--- src/rtl/irq_claim_pkg.sv ---
package irq_claim_pkg;
  localparam int unsigned DATA_W = 32;
  localparam logic [1:0] SIZE_WORD = 2'b10;

  typedef struct packed {
    logic       found;
    logic [4:0] num;
  } claim_pick_t;
endpackage

--- src/rtl/irq_pend_sampler.sv ---
module irq_pend_sampler #(
  parameter int unsigned NSRC = 31
) (
  input  logic            clk,
  input  logic            rst_n,
  input  logic [NSRC-1:0] src_level,
  output logic [NSRC-1:0] pend_q
);
  always_ff @(posedge clk) begin
    if (!rst_n) pend_q <= '0;
    else        pend_q <= src_level;
  end
endmodule

--- src/rtl/irq_lowest_pick.sv ---
module irq_lowest_pick #(
  parameter int unsigned NSRC  = 31,
  parameter int unsigned NUM_W = $clog2(NSRC + 1)
) (
  input  logic [NSRC-1:0]  avail,
  output logic             found,
  output logic [NUM_W-1:0] num,
  output logic [NSRC-1:0]  onehot
);
  logic [NSRC:0] below_any;
  assign below_any[0] = 1'b0;

  for (genvar i = 0; i < NSRC; i++) begin : g_chain
    assign onehot[i]      = avail[i] & ~below_any[i];
    assign below_any[i+1] = below_any[i] | avail[i];
  end

  assign found = below_any[NSRC];

  always_comb begin
    num = '0;
    for (int i = 0; i < NSRC; i++) begin
      if (onehot[i]) num = num | NUM_W'(i + 1);
    end
  end
endmodule

--- src/rtl/irq_served_track.sv ---
module irq_served_track #(
  parameter int unsigned NSRC  = 31,
  parameter int unsigned NUM_W = $clog2(NSRC + 1)
) (
  input  logic            clk,
  input  logic            rst_n,
  input  logic            set_en,
  input  logic [NSRC-1:0] set_onehot,
  input  logic            clr_en,
  input  logic [31:0]     clr_value,
  output logic [NSRC-1:0] serv_q
);
  logic            clr_ok;
  logic [31:0]     clr_idx;
  logic [NSRC-1:0] clr_mask;

  assign clr_idx = clr_value - 32'd1;
  assign clr_ok  = clr_en && (clr_value != 32'd0) && (clr_value <= 32'(NSRC));

  always_comb begin
    clr_mask = '0;
    for (int i = 0; i < NSRC; i++) begin
      if (clr_ok && clr_idx == 32'(i)) clr_mask[i] = 1'b1;
    end
  end

  always_ff @(posedge clk) begin
    if (!rst_n) serv_q <= '0;
    else if (set_en) serv_q <= serv_q | set_onehot;
    else             serv_q <= serv_q & ~clr_mask;
  end
endmodule

--- src/rtl/irq_claim_ctrl.sv ---
module irq_claim_ctrl #(
  parameter int unsigned NSRC      = 31,
  parameter int unsigned ADDR_W    = 22,
  parameter logic [21:0] BASE_OFF  = 22'h200000,
  parameter logic [21:0] CLAIM_OFF = 22'h200004
) (
  input  logic              clk,
  input  logic              rst_n,
  input  logic              req_valid,
  output logic              req_ready,
  input  logic              req_write,
  input  logic [ADDR_W-1:0] req_addr,
  input  logic [1:0]        req_size,
  input  logic [31:0]       req_wdata,
  output logic              rsp_valid,
  input  logic              rsp_ready,
  output logic [31:0]       rsp_rdata,
  input  logic [NSRC-1:0]   src_level,
  output logic              irq_m_ext,
  output logic              irq_s_ext
);
  import irq_claim_pkg::*;
  localparam int unsigned NUM_W = $clog2(NSRC + 1);

  logic [NSRC-1:0]  pend_q, serv_q, avail, pick_oh;
  logic             pick_found;
  logic [NUM_W-1:0] pick_num;
  logic             take, is_word, hit_claim, claim_fire, cmpl_fire;
  logic             base_rd;

  irq_pend_sampler #(.NSRC(NSRC)) u_pend (
    .clk(clk), .rst_n(rst_n), .src_level(src_level), .pend_q(pend_q)
  );

  assign avail = pend_q & ~serv_q;

  irq_lowest_pick #(.NSRC(NSRC), .NUM_W(NUM_W)) u_pick (
    .avail(avail), .found(pick_found), .num(pick_num), .onehot(pick_oh)
  );

  assign req_ready  = !rsp_valid || rsp_ready;
  assign take       = req_valid && req_ready;
  assign is_word    = (req_size == SIZE_WORD);
  assign hit_claim  = is_word && (req_addr == CLAIM_OFF[ADDR_W-1:0]);
  assign base_rd    = is_word && (req_addr == BASE_OFF[ADDR_W-1:0]);
  assign claim_fire = take && !req_write && hit_claim;
  assign cmpl_fire  = take &&  req_write && hit_claim;

  irq_served_track #(.NSRC(NSRC), .NUM_W(NUM_W)) u_serv (
    .clk(clk), .rst_n(rst_n),
    .set_en(claim_fire && pick_found), .set_onehot(pick_oh),
    .clr_en(cmpl_fire), .clr_value(req_wdata),
    .serv_q(serv_q)
  );

  // base offset reads zero like every unmapped offset
  always_ff @(posedge clk) begin
    if (!rst_n) begin
      rsp_valid <= 1'b0;
      rsp_rdata <= '0;
    end else if (take) begin
      rsp_valid <= 1'b1;
      if (claim_fire && pick_found) rsp_rdata <= DATA_W'(pick_num);
      else if (base_rd)             rsp_rdata <= '0;
      else                          rsp_rdata <= '0;
    end else if (rsp_ready) begin
      rsp_valid <= 1'b0;
    end
  end

  assign irq_m_ext = |avail;
  assign irq_s_ext = |avail;
endmodule

--- config.mk ---
export PLATFORM = sky130hd
export DESIGN_NAME = irq_claim_ctrl
export DESIGN_NICKNAME = d
export VERILOG_FILES = /design/src/rtl/irq_claim_pkg.sv /design/src/rtl/irq_pend_sampler.sv /design/src/rtl/irq_lowest_pick.sv /design/src/rtl/irq_served_track.sv /design/src/rtl/irq_claim_ctrl.sv
export SDC_FILE = /design/constraint.sdc
export NUM_CORES = 1
export LEC_CHECK = 0
export BUFFER_PORTS_ARGS = -buffer_cell sky130_fd_sc_hd__buf_2
export CAP_MARGIN = 20
export CORE_ASPECT_RATIO = 1.2
export CORE_MARGIN = 2
export CORE_UTILIZATION = 31
export CTS_CLUSTER_DIAMETER = 80
export DETAILED_ROUTE_END_ITERATION = 10
export PLACE_DENSITY = 0.59
export SLEW_MARGIN = 40
export SYNTH_ARGS = -nofsm -noshare
export SYNTH_HDL_FRONTEND = slang
export SYNTH_SLANG_ARGS = --single-unit
--- constraint.sdc ---
create_clock -name clk -period 6.4 [get_ports clk]
set_input_delay 1.28 -clock clk [delete_from_list [all_inputs] [get_ports clk]]
set_output_delay 1.28 -clock clk [all_outputs]
set_load 0.03 [all_outputs]
==> metrics.txt, run 1 <==
Fin. Hold Viols=0; most common cell in the netlist=dfxtp_1; number of setup buffers added after CTS=0; power density cells=220 nW/um^2; top cells by count, synth=68 x dfxtp_1, 36 x and2_1, 29 x nand2_1; initial antenna violation count=0; CTS Hold Bufs=0; top cells by area, synth=dfxtp_1 35%, and2_1 5.8%, buf_4 5.4%, nand2b_1 4.3%, nand2_1 2.8%; GR Util met1=20.9%; DRT Pass-1 Iters=5; largest area contributor in the netlist=dfxtp_1; Routed wire per std cell=16.5 um; synthesis-stage register bit count=68; port bufs=100; first-pass GRT wire length=18,700 um; RD Place Congestion=0.918; total grt overflow=0; Clock power frac=43.5%; Syn Inst Count=465; crit path max fanout=15; final setup TNS=0 ps; Fmax achieved=0.250 GHz; Initial Util=31.9%; global routing usage on met3=3.49%; final worst-path cycle share=62.6%; die height=127 um; yosys warns=0; CTS root buffer=clkbuf_16; DRC Markers=0; Routed Antenna Nets=0; dpl hpwl=9340 um; CTS tree=yes; row count=44; P_int=0.000743 W; GR Util All Layers=17.7%; Worst-Skew Late Latency=340 ps; largest net degree at the start of global routing=42; final WL=11,900 um; Longest Clk Path Bufs=2; # IOs=128; Top Usage Layer GRT=met2; layout cell share with drive strength beyond 1=23.5%; part of the power in registers=42.8%; Die Footprint=13,500 um^2; Layout area overhead=20.5%; DR iter-0 viols=221; DR vias/cell=5.41; Synth cell types=68; Comb pwr share=13.6%; cts bufs inserted=9; HP Class=flop to flop; Synth Cell Area=3890 um^2; Worst Path Required=5120 ps; Final setup viols=0; clk sinks=68; startpoint types=flop; Synth top area share=35.0%; Fill cells=1,286; via count=3,908; Seq/Total Area, Yosys=35.0%; CTS resizes=0; Rel. slew slack=46.8%; max_cap viols=0; RSZ-0062 raised after global routing=no; Core Area=12,200 um^2; NetSw=0.000287 W; Die X=106 um; Avg Cell Area, Syn=8.36 um^2; ant diodes=0; Sw Ratio=27.9%; M2 GR Usage=30.3%; slew of the pin with the lowest slew margin=792 ps; H-tree levels=3; Top FF cell, synth=dfxtp_1; total chip power=0.00103 W; LEAKAGE=1.76 nW; status=complete, no violations; Clock transition at path regs=60 ps; Setup Skew=6.38 ps; critical path class=flop to output pin; VDD IR max=95.9 uV; CP Capture Type=output pin; post-layout min period=4010 ps; asr flop ratio synth=0%; number of synthesized flops with an enable pin=0; vias in the first global route=3,842; Final Max Slew Viols=0; CP arrival=2730 ps; Final #Nets=650
[final cells by class]
| cell class | count | area (um^2) | share of cell area, % |
|---|---|---|---|
| clock buffer | 9 | 225 | 4.81 |
| sequential | 68 | 1360 | 29.1 |
| inverter | 6 | 22.5 | 0.481 |
| clock inverter | 6 | 42.5 | 0.908 |
| multi-input combinational | 371 | 2310 | 49.4 |
| tap | 161 | 201 | 4.30 |
| timing repair buffer | 102 | 515 | 11.0 |
[placed cells by master, fill, tap and decap left out, types with 3 or more instances in the layout]
master     instances
or4_1              7
a21oi_1           19
nor4_1            14
nand2_1           29
o41ai_1            3
nor2_1            23
nor4_2             3
clkbuf_16          9
and2_1            36
inv_1              5
nor4b_1            3
a2111oi_0          3
a211oi_1          10
nor3_1            18
a41oi_1            4
nand4b_1           5
conb_1            27
dfxtp_1           68
nand4_1           17
nand3b_1           3
nand3_1           14
o211ai_1           4
buf_2            100
nor2b_1           16
a31oi_1           12
and3_1             3
o21ai_0           19
o31ai_1            6
nand2b_1          27
and4_1             3
[worst paths after layout]
path	start	end	slack [ps]	cells after the start
min reg2reg	u_serv.serv_q[8]	u_serv.serv_q[8]	460	2
min	u_serv.serv_q[8]	u_serv.serv_q[8]	460	2
max	u_pend.pend_q[9]	irq_s_ext	2390	6
max reg2reg	u_pend.pend_q[9]	u_serv.serv_q[29]	3550	7
[state kept, by name (all words and copies together) (netlist names)]
register and flops:
rsp_rdata 5, rsp_valid 1, u_pend.pend_q 31, u_serv.serv_q 31
[power groups by stage]
| stage | Combinational, W | Clock [W] | Sequential, W |
|---|---|---|---|
| 2_1_floorplan | 0.0000981 | 0 | 0.000448 |
| 3_3_place_gp | 0.000136 | 0 | 0.000450 |
| 3_5_place_dp | 0.000139 | 0 | 0.000450 |
| 4_1_cts | 0.000139 | 0.000457 | 0.000441 |
| 5_1_grt | 0.000154 | 0.000470 | 0.000441 |
| 6_report | 0.000140 | 0.000448 | 0.000441 |
[metal layers]
layer	wire (um)	part of all wire (%)	up-vias
li1	-	-	1877
met1	4910	41	1786
met2	5710	48	215
met3	921	7.7	30
met4	375	3.1	0
met5	0	0	-
[cells by family after synthesis]
family	count (synthesis)	share of synthesized area [%]
simple gates	239	37.9
compound gates	101	17.9
flops	68	35.0
other cells	1	0.0965
buf+inv	52	8.24
xor+xnor	4	0.902
[worst max-delay path: stages, from the launching register on]
cell,delay [ps]
dfxtp_1,330
nor2b_1,160
a2111o_1,450
or4_1,880
nor2_4,260
nand2_1,100
buf_2,200
[metrics by stage]
stage	hold WS, ps	std cells	util, %	area [um^2]	setup WS [ps]
after floorplan	439	491	-	3980	2920
after global placement	458	708	36.2	4410	2610
after detailed placement	457	708	36.3	4420	2640
after CTS	468	723	38.5	4680	2390
after global routing	492	723	38.5	4680	2290
final	465	723	38.5	4680	2390
(Power assumes the default switching activity.)
==> run 2, diff against run 1 <==
--- a/config.mk
+++ b/config.mk
@@ -12,7 +12,7 @@
 export CORE_UTILIZATION = 31
 export CTS_CLUSTER_DIAMETER = 80
 export DETAILED_ROUTE_END_ITERATION = 10
-export PLACE_DENSITY = 0.59
+export PLACE_DENSITY = 0.61
 export SLEW_MARGIN = 40
 export SYNTH_ARGS = -nofsm -noshare
 export SYNTH_HDL_FRONTEND = slang
==> constraint.sdc (replaced) <==
create_clock -name clk -period 3.4 [get_ports clk]
set_input_delay 0.68 -clock clk [delete_from_list [all_inputs] [get_ports clk]]
set_output_delay 0.68 -clock clk [all_outputs]
set_load 0.03 [all_outputs]
==> run 2 against run 1 <==
Critical path depth unchanged. Combinational power up 89%. Utilization up 0.37 points. Sequential share of layout area down 0.28 points. Worst setup slack worse by 2100 ps. Global-route usage down 0.26 points. Highest routed layer unchanged. Largest cell class unchanged. Wire length down 2.1%. Worst hold slack worse by 13 ps. Clock skew up 0.93 ps. Non-clock buffer count up 5. Design area up 0.96%.
==> metrics.txt, run 2 (synthesis results as in run 1) <==
CTS resizes=0; DR iter-0 viols=280; Rel. slew slack=53.1%; CP Capture Type=output pin; layout cell share with drive strength beyond 1=24.1%; port bufs=100; most frequent cells in the layout=100 x buf_2, 68 x dfxtp_1, 36 x and2_1, 29 x nand2_1; die height=127 um; GR Util All Layers=17.4%; DRC Markers=0; post-place instance area=4450 um^2; Die X=106 um; RSZ-0062 raised after global routing=no; M2 GR Usage=29.0%; final setup TNS=0 ps; final worst-path cycle share=90.0%; VDD IR max=216 uV; DRT Pass-1 Iters=5; startpoint types=flop; Core Area=12,200 um^2; final WL=11,700 um; Worst-Skew Late Latency=340 ps; Setup Skew=7.31 ps; CTS Hold Bufs=0; status=complete, no violations; Top Usage Layer GRT=met2; row count=44; post-layout min period=3060 ps; vias in the first global route=3,672; max_cap viols=0; total grt overflow=0; Fmax achieved=0.327 GHz; Worst Path Required=2720 ps; Layout area overhead=21.7%; fin area=4730 um^2; Fin. Hold Viols=0; most frequent standard cell in the layout excluding fill and tap cells=buf_2; crit path max fanout=4; critical path class=flop to output pin; Initial Util=31.9%; power density cells=412 nW/um^2; CTS tree=yes; Final Max Slew Viols=0; largest net degree at the start of global routing=41; via count=3,894; HP Class=flop to flop; dpl hpwl=9290 um; biggest regs=u_pend.pend_q: 31 flops, u_serv.serv_q: 31 flops, rsp_rdata: 5 flops; first-pass GRT wire length=18,400 um; CP arrival=2380 ps; Final setup viols=0; global routing usage on met3=3.91%; Die Footprint=13,500 um^2; ant diodes=0; Routed wire per std cell=16.0 um; DR vias/cell=5.34; RD Place Congestion=0.949; slew of the pin with the lowest slew margin=686 ps; CTS root buffer=clkbuf_16; LEAKAGE=1.79 nW; Final #Nets=655; H-tree levels=3; Routed Antenna Nets=0; clk sinks=68; initial antenna violation count=0; Clock transition at path regs=50 ps; cts bufs inserted=9; GR Util met1=20.8%; # IOs=128; number of setup buffers added after CTS=0; Longest Clk Path Bufs=2
[run 2: final timing paths]
check                         start            to  slack, ps  cells past startpoint
setup / recovery  u_serv.serv_q[18]     irq_m_ext        340                      6
hold / removal         rsp_rdata[4]  rsp_rdata[4]        450                      2
setup reg to reg   u_pend.pend_q[9]  rsp_rdata[2]        730                      7
hold reg to reg        rsp_rdata[4]  rsp_rdata[4]        450                      2
[run 2: area by class of cell]
type                    count  area, um^2
fillers                  1295        7440
multi-input cells         371        2310
flip-flops and latches     68        1360
repair buffers            107         553
clock buffers              10         229
well taps                 161         201
clock inverters             6        47.5
inverters                   6        22.5
[run 2: per-layer routing]
| layer | share of wire [%] | wire length [um] | vias to the layer above |
|---|---|---|---|
| li1 | - | - | 1885 |
| met1 | 40 | 4720 | 1784 |
| met2 | 48 | 5590 | 196 |
| met3 | 7.7 | 895 | 29 |
| met4 | 4.0 | 461 | 0 |
| met5 | 0 | 0 | - |
[run 2: worst max-delay path, cell delays in order (launching register included)]
cell,delay (ps)
dfxtp_1,340
and2b_1,200
or4_1,630
or3_4,450
nor2_4,130
nand2_1,100
buf_2,200
[run 2: power by group]
| group | internal, W | switching [W] |
|---|---|---|
| Combinational | 0.0000935 | 0.000170 |
| Sequential | 0.000818 | 0.0000118 |
| Clock | 0.000499 | 0.000358 |
| Total | 0.00141 | 0.000540 |
[run 2: stage by stage]
step | power [W] | setup WS, ps | instances | hold slack [ps] | utilization, %
floorplan | 0.00103 | 520 | 491 | 439 | -
global placement | 0.00110 | 309 | 713 | 443 | 36.5
detailed placement | 0.00111 | 204 | 713 | 449 | 36.5
CTS | 0.00197 | 336 | 729 | 456 | 38.8
global route | 0.00203 | 238 | 729 | 481 | 38.9
finish | 0.00195 | 341 | 729 | 452 | 38.9
==> run 3, diff against run 2 <==
--- a/config.mk
+++ b/config.mk
@@ -9,10 +9,11 @@
 export CAP_MARGIN = 20
 export CORE_ASPECT_RATIO = 1.2
 export CORE_MARGIN = 2
-export CORE_UTILIZATION = 31
+export CORE_UTILIZATION = 46
 export CTS_CLUSTER_DIAMETER = 80
 export DETAILED_ROUTE_END_ITERATION = 10
-export PLACE_DENSITY = 0.61
+export GPL_TIMING_DRIVEN = 0
+export PLACE_DENSITY = 0.83
 export SLEW_MARGIN = 40
 export SYNTH_ARGS = -nofsm -noshare
 export SYNTH_HDL_FRONTEND = slang
==> run 3 against run 2 <==
Worst hold slack improved by 5.1 ps. Cell count is 1.4% lower. First-iteration DRC count increased by 37%. Die area down 32%. Global-route usage is 7.3 points higher. Clock power fell by 14%. Maximum frequency down 8.2%. Via count rose by 5.4%. Largest cell class unchanged.
==> metrics.txt, run 3 (synthesis results as in run 1) <==
DRT Pass-1 Iters=5; Final setup viols=0; cts bufs inserted=9; GR Util All Layers=24.7%; Layout area overhead=24.6%; CP peak stage delay=550 ps; largest net degree at the start of global routing=12; die height=105 um; final setup TNS=0 ps; CTS tree=yes; CTS root buffer=clkbuf_8; slew of the pin with the lowest slew margin=687 ps; post-layout min period=3330 ps; row count=36; most frequent standard cell in the layout excluding fill and tap cells=buf_2; Setup Skew=9.81 ps; layout cell share with drive strength beyond 1=26.6%; total grt overflow=0; Routed Antenna Nets=0; # IOs=128; most frequent cells in the layout=102 x buf_2, 68 x dfxtp_1, 36 x and2_1, 28 x nand2_1, 28 x buf_4; Worst-Skew Late Latency=350 ps; final worst-path cycle share=98.0%; critical path class=flop to output pin; first-pass GRT wire length=17,800 um; CTS Hold Bufs=0; VDD IR max=226 uV; port bufs=98; max_cap viols=0; power density cells=383 nW/um^2; biggest regs=u_pend.pend_q: 31 flops, u_serv.serv_q: 31 flops, rsp_rdata: 5 flops; most frequent cell on the critical path=buf_6; vias in the first global route=3,765; Fin. Hold Viols=0; dpl hpwl=8950 um; DR vias/cell=5.71; status=complete, no violations; crit path max fanout=10; Die Footprint=9200 um^2; Fill cells=724; Clock transition at path regs=70 ps; CP arrival=2650 ps; Final #Nets=692; Util after Layout=59.4%; CP Capture Type=output pin; H-tree levels=3; RD Place Congestion=1.01; worst path bufs/invs=4; Core Area=8150 um^2; Longest Clk Path Bufs=2; Final Max Slew Viols=0; Worst Path Required=2720 ps; Rel. slew slack=53.8%; HP Class=flop to flop; ant diodes=0; Die X=87.9 um; Cell Chain, Critical Path=nor2b_1 -> a2111o_1 -> or4_1 -> buf_6 -> buf_6 -> nor2_4 -> nand2_2 -> buf_4 -> buf_2; RSZ-0062 raised after global routing=no; CP delay by family, top=simple AND/OR/NAND/NOR gates; DR iter-0 viols=383; via count=4,105; initial antenna violation count=0; final WL=11,300 um; Fmax achieved=0.300 GHz; Initial Util=47.7%; Routed wire per std cell=15.7 um; clk sinks=68; startpoint types=flop; DRC Markers=0; crit path max-delay cell type=or4_1; LEAKAGE=1.92 nW
run 3: worst reg2reg max path, delay by kind of cell (launching register included):
kind            cells  cell delay (ps)
flops               1              330
compound gates      4              890
buf+inv             2              480
simple gates        2              800
run 3: final timing paths:
kind	end	slack (ps)	start	cells after the start
hold / removal	rsp_rdata[4]	460	rsp_rdata[4]	2
hold reg to reg	rsp_rdata[4]	460	rsp_rdata[4]	2
setup reg to reg	rsp_rdata[3]	770	u_pend.pend_q[9]	8
setup / recovery	irq_s_ext	70	u_pend.pend_q[9]	9
run 3: area by class of cell:
class	count	area, um^2	area share [%]
repair buffers	98	490	10.1
multi-input cells	371	2310	47.7
inverters	6	22.5	0.465
clock buffers	12	145	3.00
flip-flops and latches	68	1360	28.1
plain buffers	46	298	6.15
well taps	114	143	2.94
clock inverters	4	72.6	1.50
run 3: where the power goes:
group / switching (W) / total, W / leakage (nW) / internal, W
Clock: 0.000302 / 0.000734 / 0.107 / 0.000432
Combinational: 0.000176 / 0.000291 / 1.25 / 0.000115
Sequential: 0.0000117 / 0.000828 / 0.557 / 0.000817
run 3: repair_timing:
item | 4_1_cts | 5_1_grt
endpoints found under the setup margin | 0 | 1
buffers inserted | 0 | 0
gates resized for setup | 0 | 1
run 3: per-layer routing:
metal / GRT usage [%] / up-vias / wire (um)
met5: 0 / - / 0
met4: 12.5 / 0 / 442
met3: 4.58 / 41 / 907
met2: 41.2 / 252 / 5510
met1: 29.7 / 1855 / 4430
li1: - / 1957 / -
run 3: per-stage QoR:
step	cells	area, um^2	setup WS [ps]	total power (W)	hold WS (ps)
finish	719	4840	68.9	0.00185	457
global route	719	4840	15.1	0.00191	488
CTS	719	4840	34.9	0.00185	456
detailed placement	703	4620	130	0.00113	446
global placement	703	4620	173	0.00112	444
floorplan	491	3980	520	0.00103	439
